File: config.mk
export PLATFORM = sky130hd
export DESIGN_NAME = pci_cfg_port
export DESIGN_NICKNAME = d
export VERILOG_FILES = /design/src/rtl/pci_cfg_pkg.sv /design/src/rtl/pci_cfg_regs.sv /design/src/rtl/pci_cfg_idsel.sv /design/src/rtl/pci_cfg_seq.sv /design/src/rtl/pci_cfg_port.sv
export SDC_FILE = /design/constraint.sdc
export NUM_CORES = 1
export LEC_CHECK = 0
export BUFFER_PORTS_ARGS = -buffer_cell sky130_fd_sc_hd__buf_2
export CORE_UTILIZATION = 54
export DETAILED_ROUTE_END_ITERATION = 8
export PLACE_DENSITY = 0.77
export SLEW_MARGIN = 10
export SYNTH_ARGS = -nofsm -noshare
export SYNTH_HDL_FRONTEND = slang
export SYNTH_HIERARCHICAL = 1
export SYNTH_SLANG_ARGS = --single-unit
File: constraint.sdc
create_clock -name clk_i -period 2.9 [get_ports clk_i]
set_input_delay 0 -clock clk_i [delete_from_list [all_inputs] [get_ports clk_i]]
set_output_delay 0 -clock clk_i [all_outputs]
set_load 0.02 [all_outputs]
File: src/rtl/pci_cfg_pkg.sv
package pci_cfg_pkg;
  localparam int unsigned DW = 32;
  localparam int unsigned REG_AW = 4;
  localparam int unsigned CODE_W = 4;
  localparam int unsigned BE_W = 4;
  localparam int unsigned BUSY_BIT = 8;
  localparam int unsigned ERR_BIT = 9;

  localparam logic [1:0] IDX_ADDR = 2'd0;
  localparam logic [1:0] IDX_CTRL = 2'd1;
  localparam logic [1:0] IDX_WDAT = 2'd2;
  localparam logic [1:0] IDX_RDAT = 2'd3;

  typedef enum logic [1:0] {ST_IDLE, ST_ADDR, ST_DATA, ST_TURN} seq_st_e;

  function automatic logic code_is_cfg(input logic [CODE_W-1:0] c);
    return c[3:1] == 3'b101;
  endfunction

  function automatic logic code_is_rd(input logic [CODE_W-1:0] c);
    return ~c[0];
  endfunction
endpackage

File: src/rtl/pci_cfg_regs.sv
module pci_cfg_regs
  import pci_cfg_pkg::*;
(
  input  logic              clk_i,
  input  logic              rst_ni,
  input  logic              bus_req_i,
  input  logic              bus_we_i,
  input  logic [REG_AW-1:0] bus_addr_i,
  input  logic [DW-1:0]     bus_wdata_i,
  output logic [DW-1:0]     bus_rdata_o,
  input  logic              busy_i,
  input  logic              rd_cpl_i,
  input  logic              abort_i,
  input  logic [DW-1:0]     rd_data_i,
  output logic [DW-1:0]     addr_o,
  output logic [CODE_W-1:0] code_o,
  output logic [BE_W-1:0]   be_n_o,
  output logic [DW-1:0]     wdata_o,
  output logic [DW-1:0]     rdata_o,
  output logic              err_o,
  output logic              start_o
);
  localparam int unsigned CTRL_USED = ERR_BIT + 1;

  logic [1:0]        idx;
  logic              wr, wr_addr, wr_ctrl, wr_ctrl_ok, wr_wdat;
  logic [DW-1:0]     addr_q, wdata_q, rdata_q;
  logic [CODE_W-1:0] code_q;
  logic [BE_W-1:0]   be_n_q;
  logic              err_q;
  logic              unused_addr;

  assign idx         = bus_addr_i[3:2];
  assign unused_addr = ^bus_addr_i[1:0];
  assign wr          = bus_req_i & bus_we_i;
  assign wr_addr     = wr && idx == IDX_ADDR && !busy_i;
  assign wr_ctrl     = wr && idx == IDX_CTRL;
  assign wr_ctrl_ok  = wr_ctrl && !busy_i;
  assign wr_wdat     = wr && idx == IDX_WDAT && !busy_i;

  assign start_o = (wr_ctrl_ok && code_is_rd(bus_wdata_i[CODE_W-1:0])) ||
                   (wr_wdat && !code_is_rd(code_q));

  always_ff @(posedge clk_i or negedge rst_ni) begin
    if (!rst_ni) begin
      addr_q  <= '0;
      code_q  <= '0;
      be_n_q  <= '0;
      wdata_q <= '0;
      rdata_q <= '0;
      err_q   <= 1'b0;
    end else begin
      if (wr_addr) addr_q <= bus_wdata_i;
      if (wr_ctrl_ok) begin
        code_q <= bus_wdata_i[CODE_W-1:0];
        be_n_q <= bus_wdata_i[CODE_W +: BE_W];
      end
      if (wr_wdat) wdata_q <= bus_wdata_i;
      if (rd_cpl_i) rdata_q <= rd_data_i;
      // abort wins over a same-cycle clear
      if (abort_i) err_q <= 1'b1;
      else if (wr_ctrl && bus_wdata_i[ERR_BIT]) err_q <= 1'b0;
    end
  end

  always_comb begin
    unique case (idx)
      IDX_ADDR: bus_rdata_o = addr_q;
      IDX_CTRL: bus_rdata_o = {{(DW-CTRL_USED){1'b0}}, err_q, busy_i, be_n_q, code_q};
      IDX_WDAT: bus_rdata_o = wdata_q;
      default:  bus_rdata_o = rdata_q;
    endcase
  end

  assign addr_o  = addr_q;
  assign code_o  = code_q;
  assign be_n_o  = be_n_q;
  assign wdata_o = wdata_q;
  assign rdata_o = rdata_q;
  assign err_o   = err_q;
endmodule

File: src/rtl/pci_cfg_idsel.sv
module pci_cfg_idsel #(
  parameter int unsigned NDEV = 21
) (
  input  logic [NDEV-1:0] field_i,
  input  logic            en_i,
  output logic [NDEV-1:0] idsel_o
);
  localparam logic [NDEV-1:0] ONE = {{(NDEV-1){1'b0}}, 1'b1};

  logic one_hot;
  assign one_hot = (field_i != '0) && ((field_i & (field_i - ONE)) == '0);

  for (genvar k = 0; k < NDEV; k++) begin : g_slot
    assign idsel_o[k] = en_i & one_hot & field_i[k];
  end
endmodule

File: src/rtl/pci_cfg_seq.sv
module pci_cfg_seq
  import pci_cfg_pkg::*;
#(
  parameter int unsigned TMO = 5
) (
  input  logic          clk_i,
  input  logic          rst_ni,
  input  logic          start_i,
  input  logic          rd_i,
  input  logic          devsel_n_i,
  input  logic          trdy_n_i,
  input  logic [DW-1:0] ad_i,
  output seq_st_e       st_o,
  output logic          busy_o,
  output logic          rd_cpl_o,
  output logic          abort_o,
  output logic [DW-1:0] rd_data_o
);
  localparam int unsigned CW = $clog2(TMO + 1);
  localparam logic [CW-1:0] CNT_LAST = CW'(TMO - 1);

  seq_st_e       st_q;
  logic [CW-1:0] cnt_q;
  logic          seen_q;
  logic          hit, tmo, in_data;

  assign in_data = st_q == ST_DATA;
  assign hit     = !devsel_n_i && !trdy_n_i;
  assign tmo     = devsel_n_i && !seen_q && cnt_q == CNT_LAST;

  always_ff @(posedge clk_i or negedge rst_ni) begin
    if (!rst_ni) begin
      st_q   <= ST_IDLE;
      cnt_q  <= '0;
      seen_q <= 1'b0;
    end else begin
      unique case (st_q)
        ST_IDLE: if (start_i) st_q <= ST_ADDR;
        ST_ADDR: begin
          st_q   <= ST_DATA;
          cnt_q  <= '0;
          seen_q <= 1'b0;
        end
        ST_DATA: begin
          if (!devsel_n_i) seen_q <= 1'b1;
          else if (!seen_q) cnt_q <= cnt_q + 1'b1;
          if (hit || tmo) st_q <= ST_TURN;
        end
        default: st_q <= ST_IDLE;
      endcase
    end
  end

  assign st_o      = st_q;
  assign busy_o    = st_q != ST_IDLE;
  assign abort_o   = in_data && tmo;
  assign rd_cpl_o  = in_data && rd_i && (hit || tmo);
  assign rd_data_o = tmo ? '1 : ad_i;
endmodule

File: src/rtl/pci_cfg_port.sv
module pci_cfg_port
  import pci_cfg_pkg::*;
#(
  parameter int unsigned NDEV    = 21,
  parameter int unsigned SEL_LSB = 11,
  parameter int unsigned TMO     = 5
) (
  input  logic              clk_i,
  input  logic              rst_ni,
  input  logic              bus_req_i,
  input  logic              bus_we_i,
  input  logic [REG_AW-1:0] bus_addr_i,
  input  logic [DW-1:0]     bus_wdata_i,
  output logic [DW-1:0]     bus_rdata_o,
  output logic [DW-1:0]     pci_ad_o,
  output logic              pci_ad_oe_o,
  input  logic [DW-1:0]     pci_ad_i,
  output logic [BE_W-1:0]   pci_cbe_n_o,
  output logic              pci_frame_n_o,
  output logic              pci_irdy_n_o,
  input  logic              pci_devsel_n_i,
  input  logic              pci_trdy_n_i,
  output logic [NDEV-1:0]   pci_idsel_o
);
  logic [DW-1:0]     addr_q, wdata_q, rdata_q, seq_rd_data, phase_ad;
  logic [CODE_W-1:0] code_q;
  logic [BE_W-1:0]   be_n_q;
  logic              err_q, start, seq_busy, seq_rd_cpl, seq_abort;
  logic              cyc_rd, cyc_cfg;
  seq_st_e           st;

  assign cyc_rd  = code_is_rd(code_q);
  assign cyc_cfg = code_is_cfg(code_q);

  pci_cfg_regs i_regs (
    .clk_i       (clk_i),
    .rst_ni      (rst_ni),
    .bus_req_i   (bus_req_i),
    .bus_we_i    (bus_we_i),
    .bus_addr_i  (bus_addr_i),
    .bus_wdata_i (bus_wdata_i),
    .bus_rdata_o (bus_rdata_o),
    .busy_i      (seq_busy),
    .rd_cpl_i    (seq_rd_cpl),
    .abort_i     (seq_abort),
    .rd_data_i   (seq_rd_data),
    .addr_o      (addr_q),
    .code_o      (code_q),
    .be_n_o      (be_n_q),
    .wdata_o     (wdata_q),
    .rdata_o     (rdata_q),
    .err_o       (err_q),
    .start_o     (start)
  );

  pci_cfg_seq #(.TMO(TMO)) i_seq (
    .clk_i      (clk_i),
    .rst_ni     (rst_ni),
    .start_i    (start),
    .rd_i       (cyc_rd),
    .devsel_n_i (pci_devsel_n_i),
    .trdy_n_i   (pci_trdy_n_i),
    .ad_i       (pci_ad_i),
    .st_o       (st),
    .busy_o     (seq_busy),
    .rd_cpl_o   (seq_rd_cpl),
    .abort_o    (seq_abort),
    .rd_data_o  (seq_rd_data)
  );

  pci_cfg_idsel #(.NDEV(NDEV)) i_idsel (
    .field_i (addr_q[SEL_LSB +: NDEV]),
    .en_i    (st == ST_ADDR && cyc_cfg),
    .idsel_o (pci_idsel_o)
  );

  // Type 0 configuration: AD[1:0] forced to 00
  assign phase_ad = cyc_cfg ? {addr_q[DW-1:2], 2'b00} : addr_q;

  always_comb begin
    pci_frame_n_o = 1'b1;
    pci_irdy_n_o  = 1'b1;
    pci_ad_oe_o   = 1'b0;
    pci_ad_o      = '0;
    pci_cbe_n_o   = '1;
    unique case (st)
      ST_ADDR: begin
        pci_frame_n_o = 1'b0;
        pci_ad_oe_o   = 1'b1;
        pci_ad_o      = phase_ad;
        pci_cbe_n_o   = code_q;
      end
      ST_DATA: begin
        pci_irdy_n_o = 1'b0;
        pci_ad_oe_o  = !cyc_rd;
        pci_ad_o     = cyc_rd ? '0 : wdata_q;
        pci_cbe_n_o  = be_n_q;
      end
      default: ;
    endcase
  end

  logic unused_err;
  assign unused_err = err_q;
endmodule

Yosys cells after proc, flatten, opt, wreduce, memory -nomap -nowiden:

Index checks and enable logic that the tools add are counted.

* register bits after elaboration: 111
* input port bits: 74
* output and inout bits: 92
* logic and storage cells: 100

* add/subtract/negate cells: 2
* equal/unequal tests: 11
* muxes and demuxes: 19
* bitwise gates (word level): 26
* reductions and logical operators: 33

Operators by type and width (count)
* $pmux 32 s3: 1
* $mux 32: 2
* $pmux 32 s2: 1
* $and 1x1->1: 23
* $and 21x21->21: 1
* $logic_not 21->1: 1
* $reduce_bool 21->1: 1
* $sub 21x1->21 const B: 1
* $logic_and 1x1->1: 17
* $ne 2x2->1 const B: 5
* $pmux 4 s2: 1
* $eq 3x3->1 const B: 2
* $mux 2: 3
* $mux 3: 2
* $pmux 2 s3: 1
* $pmux 3 s2: 1
* $reduce_bool 2->1: 3
* $mux 1: 5
* $eq 2x1->1 const B: 2
* $eq 2x2->1 const B: 2
* $logic_not 1->1: 4
* $logic_not 2->1: 2
* $pmux 1 s2: 2
* $reduce_and 2->1: 2
* other kinds (4): 6

Logic depth before layout (Yosys ltp):

* depth in word-level cells: 7
* gate-level depth with buffers: 9
* gate-level depth less buffers: 7

By module:

Netlist, hierarchy kept.

Modules (own cells, without submodules)
* pci_cfg_regs: times used 1, cells each 296, area an instance 4767.1 um^2, seq. area each 2627.5 um^2
* pci_cfg_port: times used 1, cells each 96, area an instance 631.9 um^2, seq. area each 0.0 um^2
* pci_cfg_seq: times used 1, cells each 74, area an instance 621.8 um^2, seq. area each 150.1 um^2
* pci_cfg_idsel: times used 1, cells each 67, area an instance 486.7 um^2, seq. area each 0.0 um^2

Least setup slack after synthesis:

No wires, ideal clock.

* path kind: register -> register
* from: register i_seq.st_q[0] (netlist: i_seq/st_o[0])
* to: register i_seq.st_q[1] (netlist: i_seq/st_o[1])
* setup time: 128 ps
* arrival time: 2161 ps
* data required time: 2772 ps
* path slack: 611 ps
* stages on the path, launching flop included: 10
* buffers on the path: 2
* clock period less this slack: 2289 ps
* path through: dfrtp_1 -> inv_1 -> ha_1 -> inv_1 -> or4b_1 -> buf_2 -> buf_6 -> o2bb2ai_1 -> a2bb2oi_2 -> mux2_1

* word-level cells in the longest chain between the ends: 7
* elaborated cells on any way between the ends: 14
* classes of those cells: eq/ne (4); mux (1); reduce/logical (9)

RTL lines
* from (decl): line pci_cfg_seq.sv:22 `seq_st_e st_q;`
* from (signal assigned): line pci_cfg_seq.sv:33 `st_q <= ST_IDLE;`
* from (signal assigned): line pci_cfg_seq.sv:38 `ST_IDLE: if (start_i) st_q <= ST_ADDR;`
* from (signal assigned): line pci_cfg_seq.sv:40 `st_q <= ST_DATA;`
* $reduce_bool 2->1 *: line pci_cfg_seq.sv:55 `assign busy_o = st_q != ST_IDLE;`
* via seq_busy: line pci_cfg_port.sv:28 `logic err_q, start, seq_busy, seq_rd_cpl, seq_abort;`
* $logic_not 1->1 *: line pci_cfg_regs.sv:38, pci_cfg_regs.sv:39
* $logic_and 1x1->1 (on tied branches): line pci_cfg_regs.sv:38, pci_cfg_regs.sv:39
* $logic_and 1x1->1 (on tied branches): line pci_cfg_regs.sv:41, pci_cfg_regs.sv:42
* $logic_or 1x1->1 *: line pci_cfg_regs.sv:41 `assign start_o = (wr_ctrl_ok && code_is_rd(bus_wdata_i[CODE_W-1:0])) ||`
* via start: line pci_cfg_port.sv:28
* $ne 2x2->1 (no line) *
* $reduce_and 2->1 (no line) *

Mark *: on every way through the listed nets, which the timed path passes. The rest lies on a longest branch.
A chain may end at the register's enable or synchronous reset.

Worst setup path in the final report:

* from: register i_seq.st_q[1] (netlist: i_seq/st_o[1])
* to: output pci_idsel_o[18]

* word-level cells in the longest chain between the ends: 4

RTL lines
* $eq 2x1->1: line pci_cfg_port.sv:73 `.en_i (st == ST_ADDR && cyc_cfg),`
* $logic_and 1x1->1: line pci_cfg_port.sv:73
* $and 1x1->1 (2 in a row): line pci_cfg_idsel.sv:14 `assign idsel_o[k] = en_i & one_hot & field_i[k];`
* to (decl): line pci_cfg_port.sv:23 `output logic [NDEV-1:0] pci_idsel_o`

No other way between the ends.

==> run_results.csv <==
group,metric,value,unit
die,core-area,11560,sq um
final_layout,final_nets,825,
clock_tree,post-cts-setup-buffers,0,
power_and_ir_drop,clockPowerShare,14.9,%
logic_synthesis,synthesis.area,6507,sq um
final_layout,n_fill_cell,800,
clock_tree,clock_latency,350,ps
placed_design,dp_hpwl,11650,um
die,initial_utilization,56.27,%
hold_path,hp-class,"in2reg",
logic_synthesis,synth-xor-area-share,0,%
power_and_ir_drop,seqPwrFrac,36.8,%
sta,fmax,364.3,MHz
die,die_h,111.8,um
critical_path,crit_required,2900,ps
logic_synthesis,synth_top_family_by_area,"multiplexers",
logic_synthesis,syn_nets,614,
power_and_ir_drop,internal_power,4.732,mW
die,rows,39,
sta,drv_slew,0,
sta,tns,0,ps
placed_design,placed_area,7371,sq um
clock_tree,htreeDepth,3,
die,fp.dieW,111.8,um
final_layout,fin_util,72.16,%
logic_synthesis,synth_compound_area_share,11.17,%
critical_path,crit_family,"simple AND/OR/NAND/NOR gates",
drt,via_count,5520,
final_layout,antennaDiodeCount,0,
logic_synthesis,ys_types,55,
die,die-area,12490,sq um
sta,hold_violations,0,
final_layout,regArea,2778,sq um
grt,grt_use_total,30.65,%
sta,setup_viol,0,
critical_path,path_cells,"inv_1 -> ha_1 -> and4b_1 -> o211ai_1 -> or4_4 -> a2111oi_4 -> buf_6 -> and4_1 -> buf_2",
grt,grt_pass1_vias,5716,
sta,timing.final.crit_share,94.65,%
logic_synthesis,synth-edff-count,0,
drt,first_pass_iters,7,
final_layout,final_common_cell,"buf_2",
final_layout,multi_input_area,3410,sq um
grt,antenna_found_initial,0,
final_layout,layout-drive-gt1-share,45.93,%
critical_path,crit_type,"reg2out",
logic_synthesis,synthMuxAreaShare,27.09,%
power_and_ir_drop,combPwrFrac,48.3,%
grt,grt_pass1_wl,29730,um
drt,detail-route-antenna-nets,0,
power_and_ir_drop,p_sw,3.499,mW
sta,finalClockSkew,8.114,ps
sta,tightest_slew,659.7,ps
placed_design,io_buffers,163,
placed_design,gp_congestion,0.8343,
critical_path,path_buf_inv,3,
logic_synthesis,synthArstFlopShare,100.0,%
grt,grt_max_degree,47,
final_layout,fin_area,8346,sq um
clock_tree,cts_root_buf,"clkbuf_16",
clock_tree,cts_buffers,9,
clock_tree,cts_tree,"built",
sta,hold_slack,52.05,ps
logic_synthesis,synthCells,533,
logic_synthesis,synthAdderAreaFrac,1.500,%
logic_synthesis,synthSimpleGateAreaFrac,12.34,%
drt,vias_per_cell,6.188,
critical_path,critPathArrivalTime,2740,ps
power_and_ir_drop,swShare,42.51,%
outcome,failed_checks,"design-rule violations",
drt,drc,13,
logic_synthesis,avgSynthCellArea,12.21,sq um
logic_synthesis,ys_seq_elements,111,
critical_path,startpoint_type,"flip-flop",
sta,slew_headroom,56.02,%
final_layout,areaGrowthSynthToFinish,28.24,%
power_and_ir_drop,ir_worst_vdd,806.3,uV
flow_run,maxCapViolCount,0,
critical_path,cp_slowest_cell,"or4_4",
critical_path,end_kind,"output pin",
drt,routed_wl,18860,um
final_layout,layout_common_cells,"buf_2, dfrtp_1, mux2_2, dlygate4sd3_1, nor2_1",
power_and_ir_drop,p_per_area,986.3,nW/um^2
clock_tree,path_clk_slew,80,ps
grt,grt-ovfl-total,0,
outcome,outcome,"finished with violations",
logic_synthesis,synth_ff_type,"dfrtp_1",
logic_synthesis,yosysSeqAreaShare,42.68,%
logic_synthesis,ys_warn_count,6,
clock_tree,cts_buffer_depth,2,
power_and_ir_drop,p_leak,4.077,nW
die,ios,166,
critical_path,worst-path-max-fanout,20,
critical_path,cpPeakStageDelay,510,ps
sta,rsz0062_at_grt,"no",
drt,drtIter0Drc,399,
drt,wire_per_inst,21.14,um
sta,fin_crit,2745,ps
clock_tree,cts.sinks,111,
[power groups by stage]
stage / Combinational [mW] / Sequential (mW) / Clock [mW]
final: 3.98 / 3.03 / 1.23
after global routing: 4.23 / 3.12 / 1.31
after CTS: 3.92 / 2.99 / 1.24
after detailed placement: 3.82 / 3.01 / 0
after global placement: 3.71 / 2.95 / 0
after floorplan: 2.93 / 2.75 / 0
[worst reg2reg max path, cell delays in order (launching register included)]
cell and delay, ps:
dfrtp_1 430, inv_1 110, ha_1 180, inv_1 130, or4b_2 680, buf_4 370, mux2_4 390
[layout make-up]
type / instances / share of cell area [%]
Multi-Input combinational cell: 361 / 40.85
Inverter: 14 / 0.6297
Clock inverter: 5 / 0.4948
Timing Repair Buffer: 247 / 19.57
Tap cell: 143 / 2.144
Sequential cell: 111 / 33.28
Clock buffer: 11 / 3.028
[flip-flops by register name, indices dropped and copies added, names as in the netlist]
register / cells
i_seq/cnt_q: 3
i_seq/st_o: 2
i_regs/wdata_o: 32
i_regs/err_o: 1
i_regs/addr_o: 32
i_regs/code_o: 4
i_regs/rdata_o: 32
i_regs/be_n_o: 4
i_seq/seen_q: 1
[through the flow]
step | setup WS [ps] | std cells | power, mW
2_1_floorplan | 611.4 | 533 | 5.674
3_5_place_dp | 517.6 | 809 | 6.834
3_3_place_gp | 592.8 | 809 | 6.666
4_1_cts | 154.1 | 892 | 8.151
6_report | 155.0 | 892 | 8.231
5_1_grt | 31.42 | 892 | 8.666
[synth_stat cells, drive strengths merged, types with 2 or more instances]
| cell type | number | area share [%] |
|---|---|---|
| mux2 | 126 | 23 |
| dfrtp | 111 | 43 |
| nor2 | 37 | 2.1 |
| buf | 35 | 3.7 |
| nand2b | 32 | 3.1 |
| a32oi | 30 | 4.0 |
| a22o | 23 | 3.1 |
| and4 | 21 | 2.8 |
| inv | 14 | 0.81 |
| clkbuf | 12 | 0.69 |
| mux4 | 10 | 3.5 |
| nor3 | 10 | 0.77 |
| a21oi | 9 | 0.69 |
| ha | 7 | 1.3 |
| nor2b | 4 | 0.42 |
| o21ai | 4 | 0.31 |
| a221o | 3 | 0.46 |
| a32o | 3 | 0.46 |
| and3 | 3 | 0.29 |
| nand2 | 3 | 0.17 |
| nor4 | 3 | 0.38 |
| o21a | 3 | 0.35 |
| or3 | 3 | 0.31 |
| a21o | 2 | 0.23 |
| and4b | 2 | 0.31 |
| nand3b | 2 | 0.23 |
| nand4 | 2 | 0.19 |
| o22ai | 2 | 0.19 |
| or4 | 2 | 0.29 |
[path summary, 6_finish.rpt]
kind | start | cells after the start | endpoint | slack [ps]
max reg2reg | i_seq/st_o[0]$_DFFE_PN0P_ | 6 | i_regs/wdata_o[25]$_DFFE_PN0P_ | 500
min reg2reg | i_regs/err_o$_DFFE_PN0P_ | 1 | i_regs/err_o$_DFFE_PN0P_ | 490
min in group asynchronous | rst_ni | 2 | i_regs/rdata_o[28]$_DFFE_PN0P_ | 210
min | pci_ad_i[11] | 3 | i_regs/rdata_o[11]$_DFFE_PN0P_ | 50
max | i_seq/st_o[1]$_DFFE_PN0P_ | 9 | pci_idsel_o[18] | 160
max in group asynchronous | rst_ni | 3 | i_regs/wdata_o[0]$_DFFE_PN0P_ | 1810
[kinds of logic after synthesis]
kind of cell | Yosys count
fa+ha+maj | 8
mux | 137
compound gates | 86
buf+inv | 61
simple gates | 130
flops | 111
[routing by layer]
layer  routed length, um  share of wire (%)  global-route usage (%)
met1                7792                 41                   38.59
met2                9375                 50                   52.55
met3                1233                6.5                   5.716
met4                 458                2.4                   11.44
met5                   0                  0                       0
[what timing repair did]
item / 4_1_cts / 5_1_grt
gates resized for setup: 0 / 2
setup endpoints to repair: 0 / 9
hold buffers: 67 / 0
endpoints found under the hold margin: 149 / 0
Note: power is estimated with default switching activity, not from simulation.
